--- config.mk ---
export PLATFORM = sky130hd
export DESIGN_NAME = sar_seq_top
export DESIGN_NICKNAME = d
export VERILOG_FILES = /design/src/rtl/sar_seq_pkg.sv /design/src/rtl/sar_prescaler.sv /design/src/rtl/sar_phase_seq.sv /design/src/rtl/sar_approx_reg.sv /design/src/rtl/sar_seq_top.sv
export SDC_FILE = /design/constraint.sdc
export NUM_CORES = 1
export LEC_CHECK = 0
export ABC_AREA = 0
export BUFFER_PORTS_ARGS = -buffer_cell sky130_fd_sc_hd__buf_2
export CAP_MARGIN = 20
export CORE_MARGIN = 5
export CORE_UTILIZATION = 40
export DETAILED_ROUTE_END_ITERATION = 16
export PLACE_DENSITY = 0.64
export SLEW_MARGIN = 20
export SYNTH_ARGS = -nofsm -noshare
export SYNTH_HDL_FRONTEND = slang
export SYNTH_SLANG_ARGS = --single-unit
--- constraint.sdc ---
create_clock -name clk -period 2.85 [get_ports clk]
set_clock_uncertainty 0.1 [all_clocks]
set_input_delay 0.1425 -clock clk [delete_from_list [all_inputs] [get_ports clk]]
set_output_delay 0.1425 -clock clk [all_outputs]
set_load 0.05 [all_outputs]
--- src/rtl/sar_seq_pkg.sv ---
package sar_seq_pkg;
  typedef enum logic [1:0] {
    MODE_SINGLE = 2'd0,
    MODE_FREE   = 2'd1,
    MODE_TRIG   = 2'd2,
    MODE_RSVD   = 2'd3
  } conv_mode_e;
endpackage

--- src/rtl/sar_prescaler.sv ---
module sar_prescaler #(
  parameter int SEL_W = 3
) (
  input  logic             clk,
  input  logic             rst_n,
  input  logic             en_i,
  input  logic [SEL_W-1:0] sel_i,
  output logic             tick_o,
  output logic             half_o
);
  localparam int CNT_W = 1 << SEL_W;

  logic [CNT_W-1:0] cnt_q;
  logic [CNT_W-1:0] last_v, mid_v;
  logic [SEL_W-1:0] shift_v;

  always_comb begin
    shift_v = (sel_i == '0) ? SEL_W'(1) : sel_i;
    last_v  = (CNT_W'(1) << shift_v) - CNT_W'(1);
    mid_v   = (CNT_W'(1) << (shift_v - SEL_W'(1))) - CNT_W'(1);
  end

  assign tick_o = en_i && (cnt_q == last_v);
  assign half_o = en_i && (cnt_q == mid_v);

  always_ff @(posedge clk or negedge rst_n) begin
    if (!rst_n)               cnt_q <= '0;
    else if (!en_i)           cnt_q <= '0;
    else if (cnt_q >= last_v) cnt_q <= '0;
    else                      cnt_q <= cnt_q + CNT_W'(1);
  end

  // every period is at least two system cycles
  assert_tick_spacing_R1: assert property (@(posedge clk) disable iff (!rst_n)
    tick_o |=> !tick_o) else $error("tick spacing");
endmodule

--- src/rtl/sar_phase_seq.sv ---
module sar_phase_seq
  import sar_seq_pkg::*;
#(
  parameter int RES_BITS     = 10,
  parameter int NORM_LEN     = 13,
  parameter int FIRST_LEN    = 25,
  parameter int NORM_HALVES  = 3,
  parameter int FIRST_HALVES = 27,
  parameter int TRIG_HOLD    = 2
) (
  input  logic       clk,
  input  logic       rst_n,
  input  logic       en_i,
  input  logic [1:0] mode_i,
  input  logic       start_set_i,
  input  logic       trig_i,
  input  logic       flag_clr_i,
  input  logic       tick_i,
  input  logic       half_i,
  output logic       load_o,
  output logic       decide_o,
  output logic [$clog2(RES_BITS)-1:0] idx_o,
  output logic       fin_o,
  output logic       sample_o,
  output logic       busy_o,
  output logic       start_o,
  output logic       done_o
);
  localparam int K_W   = $clog2(FIRST_LEN + 1);
  localparam int IDX_W = $clog2(RES_BITS);

  logic           trig_q, trig_pend_q, first_q, long_q, trig_run_q;
  logic           busy_q, samp_q, start_q, done_q;
  logic [K_W-1:0] k_q, kn, len_v, lo_v, hold_k_v, idx_full;
  logic           go, restart, trig_edge, is_free, samp_end;

  assign is_free   = (mode_i == MODE_FREE);
  assign trig_edge = trig_i && !trig_q;
  assign kn        = k_q + K_W'(1);
  assign len_v     = long_q ? K_W'(FIRST_LEN) : K_W'(NORM_LEN);
  assign lo_v      = len_v - K_W'(RES_BITS);
  assign hold_k_v  = long_q ? K_W'(FIRST_HALVES / 2) : K_W'(NORM_HALVES / 2);
  assign go        = tick_i && !busy_q && (start_q || trig_pend_q);
  assign fin_o     = tick_i && busy_q && (kn == len_v);
  assign restart   = fin_o && is_free && start_q;
  assign decide_o  = tick_i && busy_q && (kn >= lo_v) && (kn < len_v);
  assign idx_full  = len_v - K_W'(1) - kn;
  assign idx_o     = idx_full[IDX_W-1:0];
  assign load_o    = go || restart;
  assign samp_end  = trig_run_q ? (tick_i && kn == K_W'(TRIG_HOLD))
                                : (half_i && k_q == hold_k_v);

  always_ff @(posedge clk or negedge rst_n) begin
    if (!rst_n) trig_q <= 1'b0;
    else        trig_q <= trig_i;
  end

  always_ff @(posedge clk or negedge rst_n) begin
    if (!rst_n) begin
      trig_pend_q <= 1'b0; first_q <= 1'b1; long_q <= 1'b0; trig_run_q <= 1'b0;
      busy_q <= 1'b0; samp_q <= 1'b0; start_q <= 1'b0; k_q <= '0;
    end else if (!en_i) begin
      trig_pend_q <= 1'b0; first_q <= 1'b1; long_q <= 1'b0; trig_run_q <= 1'b0;
      busy_q <= 1'b0; samp_q <= 1'b0; start_q <= 1'b0; k_q <= '0;
    end else begin
      if (start_set_i)                 start_q <= 1'b1;
      else if (fin_o && !is_free)      start_q <= 1'b0;

      if (go)                          trig_pend_q <= 1'b0;
      else if (trig_edge && !busy_q && mode_i == MODE_TRIG) trig_pend_q <= 1'b1;

      if (go) begin
        busy_q <= 1'b1; k_q <= '0; samp_q <= 1'b1;
        long_q <= first_q; trig_run_q <= trig_pend_q && !start_q;
      end else if (restart) begin
        k_q <= '0; samp_q <= 1'b1; long_q <= 1'b0; trig_run_q <= 1'b0;
      end else begin
        if (fin_o)                busy_q <= 1'b0;
        if (tick_i && busy_q)     k_q <= kn;
        if (samp_q && samp_end)   samp_q <= 1'b0;
      end

      if (fin_o) first_q <= 1'b0;
    end
  end

  always_ff @(posedge clk or negedge rst_n) begin
    if (!rst_n)          done_q <= 1'b0;
    else if (fin_o)      done_q <= 1'b1;
    else if (flag_clr_i) done_q <= 1'b0;
  end

  assign sample_o = samp_q;
  assign busy_o   = busy_q;
  assign start_o  = start_q;
  assign done_o   = done_q;

  assert_sample_inside_busy_R3: assert property (@(posedge clk) disable iff (!rst_n)
    samp_q |-> busy_q) else $error("sample outside conversion");
  assert_start_on_tick_R2: assert property (@(posedge clk) disable iff (!rst_n)
    $rose(busy_q) |-> $past(tick_i)) else $error("start off tick");
  assert_single_clears_start_R7: assert property (@(posedge clk) disable iff (!rst_n)
    (fin_o && !is_free && !start_set_i) |=> !start_q) else $error("start kept");
  assert_free_keeps_busy_R8: assert property (@(posedge clk) disable iff (!rst_n)
    (restart && en_i) |=> busy_q) else $error("free gap");
  assert_flag_set_wins_R10: assert property (@(posedge clk) disable iff (!rst_n)
    fin_o |=> done_q) else $error("flag lost");
endmodule

--- src/rtl/sar_approx_reg.sv ---
module sar_approx_reg #(
  parameter int RES_BITS = 10
) (
  input  logic                        clk,
  input  logic                        rst_n,
  input  logic                        load_i,
  input  logic                        decide_i,
  input  logic [$clog2(RES_BITS)-1:0] idx_i,
  input  logic                        cmp_i,
  input  logic                        fin_i,
  output logic [RES_BITS-1:0]         trial_o,
  output logic [RES_BITS-1:0]         result_o
);
  localparam int IDX_W = $clog2(RES_BITS);
  localparam logic [RES_BITS-1:0] SEED = {1'b1, {(RES_BITS-1){1'b0}}};

  logic [RES_BITS-1:0] trial_q, result_q, trial_nx;

  always_comb begin
    trial_nx = trial_q;
    for (int b = 0; b < RES_BITS; b++) begin
      if (idx_i == IDX_W'(b)) begin
        if (!cmp_i) trial_nx[b] = 1'b0;
        if (b > 0)  trial_nx[(b > 0) ? b - 1 : 0] = 1'b1;
      end
    end
  end

  always_ff @(posedge clk or negedge rst_n) begin
    if (!rst_n) begin
      trial_q <= '0;
      result_q <= '0;
    end else begin
      if (fin_i)         result_q <= trial_q;
      if (load_i)        trial_q  <= SEED;
      else if (decide_i) trial_q  <= trial_nx;
    end
  end

  assign trial_o  = trial_q;
  assign result_o = result_q;

  assert_result_only_at_end_R11: assert property (@(posedge clk) disable iff (!rst_n)
    !fin_i |=> $stable(result_q)) else $error("result moved");
  assert_seed_msb_R9: assert property (@(posedge clk) disable iff (!rst_n)
    load_i |=> (trial_q == SEED)) else $error("bad seed");
endmodule

--- src/rtl/sar_seq_top.sv ---
module sar_seq_top #(
  parameter int RES_BITS = 10,
  parameter int SEL_W    = 3
) (
  input  logic                clk,
  input  logic                rst_n,
  input  logic                en_i,
  input  logic [1:0]          mode_i,
  input  logic [SEL_W-1:0]    psc_sel_i,
  input  logic                start_set_i,
  input  logic                trig_i,
  input  logic                flag_clr_i,
  input  logic                cmp_i,
  output logic                sample_o,
  output logic                busy_o,
  output logic                start_o,
  output logic                done_o,
  output logic [RES_BITS-1:0] dac_code_o,
  output logic [RES_BITS-1:0] result_o
);
  localparam int IDX_W = $clog2(RES_BITS);

  logic             tick, half, load, decide, fin;
  logic [IDX_W-1:0] idx;

  sar_prescaler #(.SEL_W(SEL_W)) u_psc (
    .clk(clk), .rst_n(rst_n), .en_i(en_i), .sel_i(psc_sel_i),
    .tick_o(tick), .half_o(half));

  sar_phase_seq #(.RES_BITS(RES_BITS)) u_seq (
    .clk(clk), .rst_n(rst_n), .en_i(en_i), .mode_i(mode_i),
    .start_set_i(start_set_i), .trig_i(trig_i), .flag_clr_i(flag_clr_i),
    .tick_i(tick), .half_i(half), .load_o(load), .decide_o(decide),
    .idx_o(idx), .fin_o(fin), .sample_o(sample_o), .busy_o(busy_o),
    .start_o(start_o), .done_o(done_o));

  sar_approx_reg #(.RES_BITS(RES_BITS)) u_sar (
    .clk(clk), .rst_n(rst_n), .load_i(load), .decide_i(decide), .idx_i(idx),
    .cmp_i(cmp_i), .fin_i(fin), .trial_o(dac_code_o), .result_o(result_o));
endmodule

==> results.md <==
- The initial antenna violation count is 0.
- The count of buffers added on input and output ports is 35.
- The via count of the first global-routing pass is approximately 2,500.
- Counting flops with an async set or reset pin after synthesis yields a share of 100%.
- Of the total synthesized cell area, the portion taken by full adders, half adders and majority gates is a little over a tenth.
- The path class of the tightest hold or removal check is input port to register.
- The last weighted congestion value of the routability-driven placer is 0.874.
- The kind of cell with the highest combined delay along the critical path is compound AO/OA/AOI/OAI gates.
- The final count of pins violating max slew is 0.
- The final global-route overflow total is 0.
- The synthesized design contains 0 enable-type register cells.
- The final cell utilization of the core is 51.1%.
- For this run, the detailed router's first-pass iteration total came to 4.
- The most common library cell in the layout ignoring fill and taps is dfrtp_1.
- The total clock sinks is 42.
- After detailed routing, the number of vias per cell comes to 5.47.
- The detailed placement HPWL is 5520 um.
- Setup violations remaining at the end of the flow were counted as 0.
- In this run, distinct cell masters in the synthesized netlist total 57.
- Sequential elements use 35.6% of the synthesized area.
- The data required time at the worst endpoint is 2.98 ns.
- The number of antenna diodes in the final layout is 0.
- The final hold slack is 0.112 ns.
- In this run the horizontal extent of the chip is approximately 96 um.
- From bottom edge to top edge, the die measures 95.9 um.
- The post-route netlist has 27.0% of its cells at a drive strength greater than 1.
- Among all stages on the critical path, the largest delay is contributed by ha_2.
- Across the run, the number of max-cap violations was 0.
- The max-slew headroom at the worst pin is roughly 60%.
- In the layout the commonest cells are 41 x dfrtp_1, 34 x buf_2, 28 x buf_4.
- In this run the power density over the cells is 370 nW/um2.
- After layout, the minimum clock period comes to 2.68 ns.
- The total number of placement rows is 31.
- The root buffer cell is clkbuf_8.
- Synthesis handed over a netlist of between 300 and 400 instances.
- The number of setup buffers added after CTS is 0.
- After clock tree synthesis, the clock-pin slew on the worst setup and hold paths is 0.10 ns.
- Of the total synthesized cell area, the portion taken by AND, OR, NAND and NOR gates is between 20% and 30%.
- The detailed-route wire length is a little over 7000 um.
- The classification of the worst setup path is register to register.
- The dominant combinational cell family by area after synthesis is simple AND/OR/NAND/NOR gates.
- For this run, design rule violations remaining after detail routing come to 0.
- For this run, the total global-route usage over all layers was measured as 16.3%.
- The pin count of the biggest net entering global routing is 43.
- After floorplanning, the core was sized to cover 7210 um2.
- The nature of the critical path endpoint is a register.
- VDD sags by at most about 0.28 mV.
- The register bit total from synthesis is 42.
- Setup repair after global routing left no endpoint under its margin.
- Data arrives at the worst endpoint at 2.81 ns.
- The flow ran to the end, and the final reports show no timing, DRC or antenna violations.
- The floorplan step defined a die boundary enclosing 9200 um2.
- The post-synthesis compound-gate area fraction is between 10% and 20%.
- The detailed-route via count is 2,669.
- In this run, CTS created clock tree buffers numbering 5.
- The leakage power figure is 1.74 nW.
- Dividing the synthesized area by the synthesized cell count gives between 9 and 10 um2.
- The clock tree from TritonCTS is built.
- The cell area after synthesis is 2950 um2.
- The startpoint class of the critical path is a register.
- The worst-case setup slack after placement is -0.123 ns.
- Dividing the detail-routed wire length by the instance count gives 14.7 um.
- The number of buffers on the longest clock path is 2.
- The peak clock frequency supported by timing is 373 MHz.
- The starting density of the core is 40.9%.
- The final setup slack of the worst path is between 0.15 and 0.2 ns.
- The dominant synthesized flop cell is dfrtp_1.
- Walking the worst path, the cells encountered are ha_2, xnor2_2, inv_1, ha_2, inv_1, o2bb2ai_1, o221a_2, buf_4, a311o_1, nor2_1.
- The H-tree generated during clock tree synthesis spans 2 levels.
- The number of placed I/O pins is 36.
- In this run the worst path has a maximum fanout of 5.
- The later pin in the worst-skew pair is clocked with a latency of approximately 0.30 ns.
- The number of failing hold endpoints at the final stage was 0.
- The signed area change from the synthesized netlist to the final layout is 24.9%.
- The net count of the finished layout is around 430.
- The final critical path takes up 94.0% of the cycle.
- When the netlist entered floorplanning its net count stood at 361.
- The fraction of synthesized cell area in xor and xnor cells is 5.34%.
- The initial DRC count is 166.
- At the pin with the least slew margin, the transition time is 0.597 ns.
- The portion of synthesized area spent on multiplexers is 4.40%.
- The Yosys step of the flow raised 0 warnings.
- The wire length of the first global-routing pass is 11,800 um.
- Counting both buffers and inverters, the worst setup path holds a total of 3.
- The count of nets left with antenna violations once routing finished came out at 0.
- The critical path's largest stage delay is around 0.40 ns.
## stage by stage
stage	setup TNS [ns]	power, mW	cell area [um2]	instances
2_1_floorplan	-0.0617	0.791	3050	324
3_3_place_gp	-0.287	0.868	3480	475
3_5_place_dp	-0.539	0.871	3480	475
4_1_cts	0	1.38	3650	488
5_1_grt	0	1.43	3690	488
6_report	0	1.36	3690	488
## flip-flops by register name, summed over array words and instances, names as in the netlist
| name | count |
|---|---|
| u_psc.cnt_q | 8 |
| u_seq.trig_pend_q | 1 |
| u_seq.k_q | 5 |
| u_seq.start_o | 1 |
| u_sar.trial_o | 10 |
| u_seq.trig_q | 1 |
| u_seq.long_q | 1 |
| u_seq.sample_o | 1 |
| u_seq.done_o | 1 |
| u_seq.first_q | 1 |
| u_seq.trig_run_q | 1 |
| u_sar.result_o | 10 |
| u_seq.busy_o | 1 |
## power breakdown
group / total, mW / switching [mW] / internal, mW / leakage [nW]
sequential: 0.624 / 0.0135 / 0.610 / 0.563
clock: 0.499 / 0.232 / 0.267 / 0.0563
combinational: 0.241 / 0.144 / 0.0973 / 1.12
total: 1.36 / 0.389 / 0.975 / 1.74
## cell type report
class / count / area (um2)
inverters: 26 / 97.6
multi-input cells: 246 / 1870
fillers: 714 / 3530
flip-flops and latches: 42 / 1050
clock inverters: 3 / 48.8
clock buffers: 5 / 68.8
well taps: 99 / 124
repair buffers: 67 / 430
## path summary, 6_finish.rpt
kind                                     end  cells past startpoint           from  slack (ns)
max                         u_sar.trial_o[3]                     10   u_seq.k_q[0]        0.17
min                        u_seq.trig_pend_q                      4      mode_i[0]        0.11
max reg2reg                 u_sar.trial_o[3]                     10   u_seq.k_q[0]        0.17
min reg2reg                    u_seq.first_q                      2  u_seq.first_q        0.37
max in group asynchronous      u_seq.first_q                      2          rst_n        2.00
min in group asynchronous  u_sar.result_o[7]                      2          rst_n        0.26
## tightest hold or removal path, delay by kind of cell
kind | cells | cell delay (ns)
AOI/OAI and AO/OA | 1 | 0.14
and+or+nand+nor | 2 | 0.10
buffers and inverters | 1 | 0.10
## Yosys cell counts, drive strengths merged (2+ instances only)
library cell  instances  area, um2
nand2                26       97.6
nor4                  5       31.3
mux2i                 4       40.0
o21bai                4       30.0
mux2                  8       90.1
or4                   2       18.8
clkbuf                5       18.8
dfrtp                41       1030
a211o                 2       17.5
nand3                15       85.1
ha                   25        313
and2                  2       12.5
o22a                  2       17.5
xnor2                14        123
nand4b                2       17.5
o21ai                12       60.1
nor3                  6       30.0
a311o                 4       40.0
nand2b               14       87.6
o41ai                 5       43.8
nor3b                 2       15.0
nor2b                11       68.8
o31ai                 4       30.0
buf                   5       23.8
a21oi                18       90.1
o22ai                 3       18.8
nor2                 15       56.3
inv                  26       97.6
nand4                 8       50.1
xor2                  4       35.0
and3                  3       18.8
a31oi                 3       18.8
a21o                  3       22.5
## metal layers
metal	global-route usage, %	wire length [um]	vias to the layer above
met5	0	0	-
met4	4.03	90	0
met3	2.27	384	9
met2	25.2	3170	66
met1	23.8	3510	1285
li1	-	-	1309
## kinds of logic after synthesis
logic type | after synthesis
adders and majority gates | 25
AOI/OAI and AO/OA | 75
xor gates and xnor gates | 18
buffers and inverters | 36
and+or+nand+nor | 116
DFF | 42
muxes | 12
## repair_timing
item	CTS	global route
hold buffers	5	0
endpoints found under the hold margin	45	0
gates resized for setup	1	7
endpoints found under the setup margin	2	21
gates cloned	0	0
(Power assumes the default switching activity.)
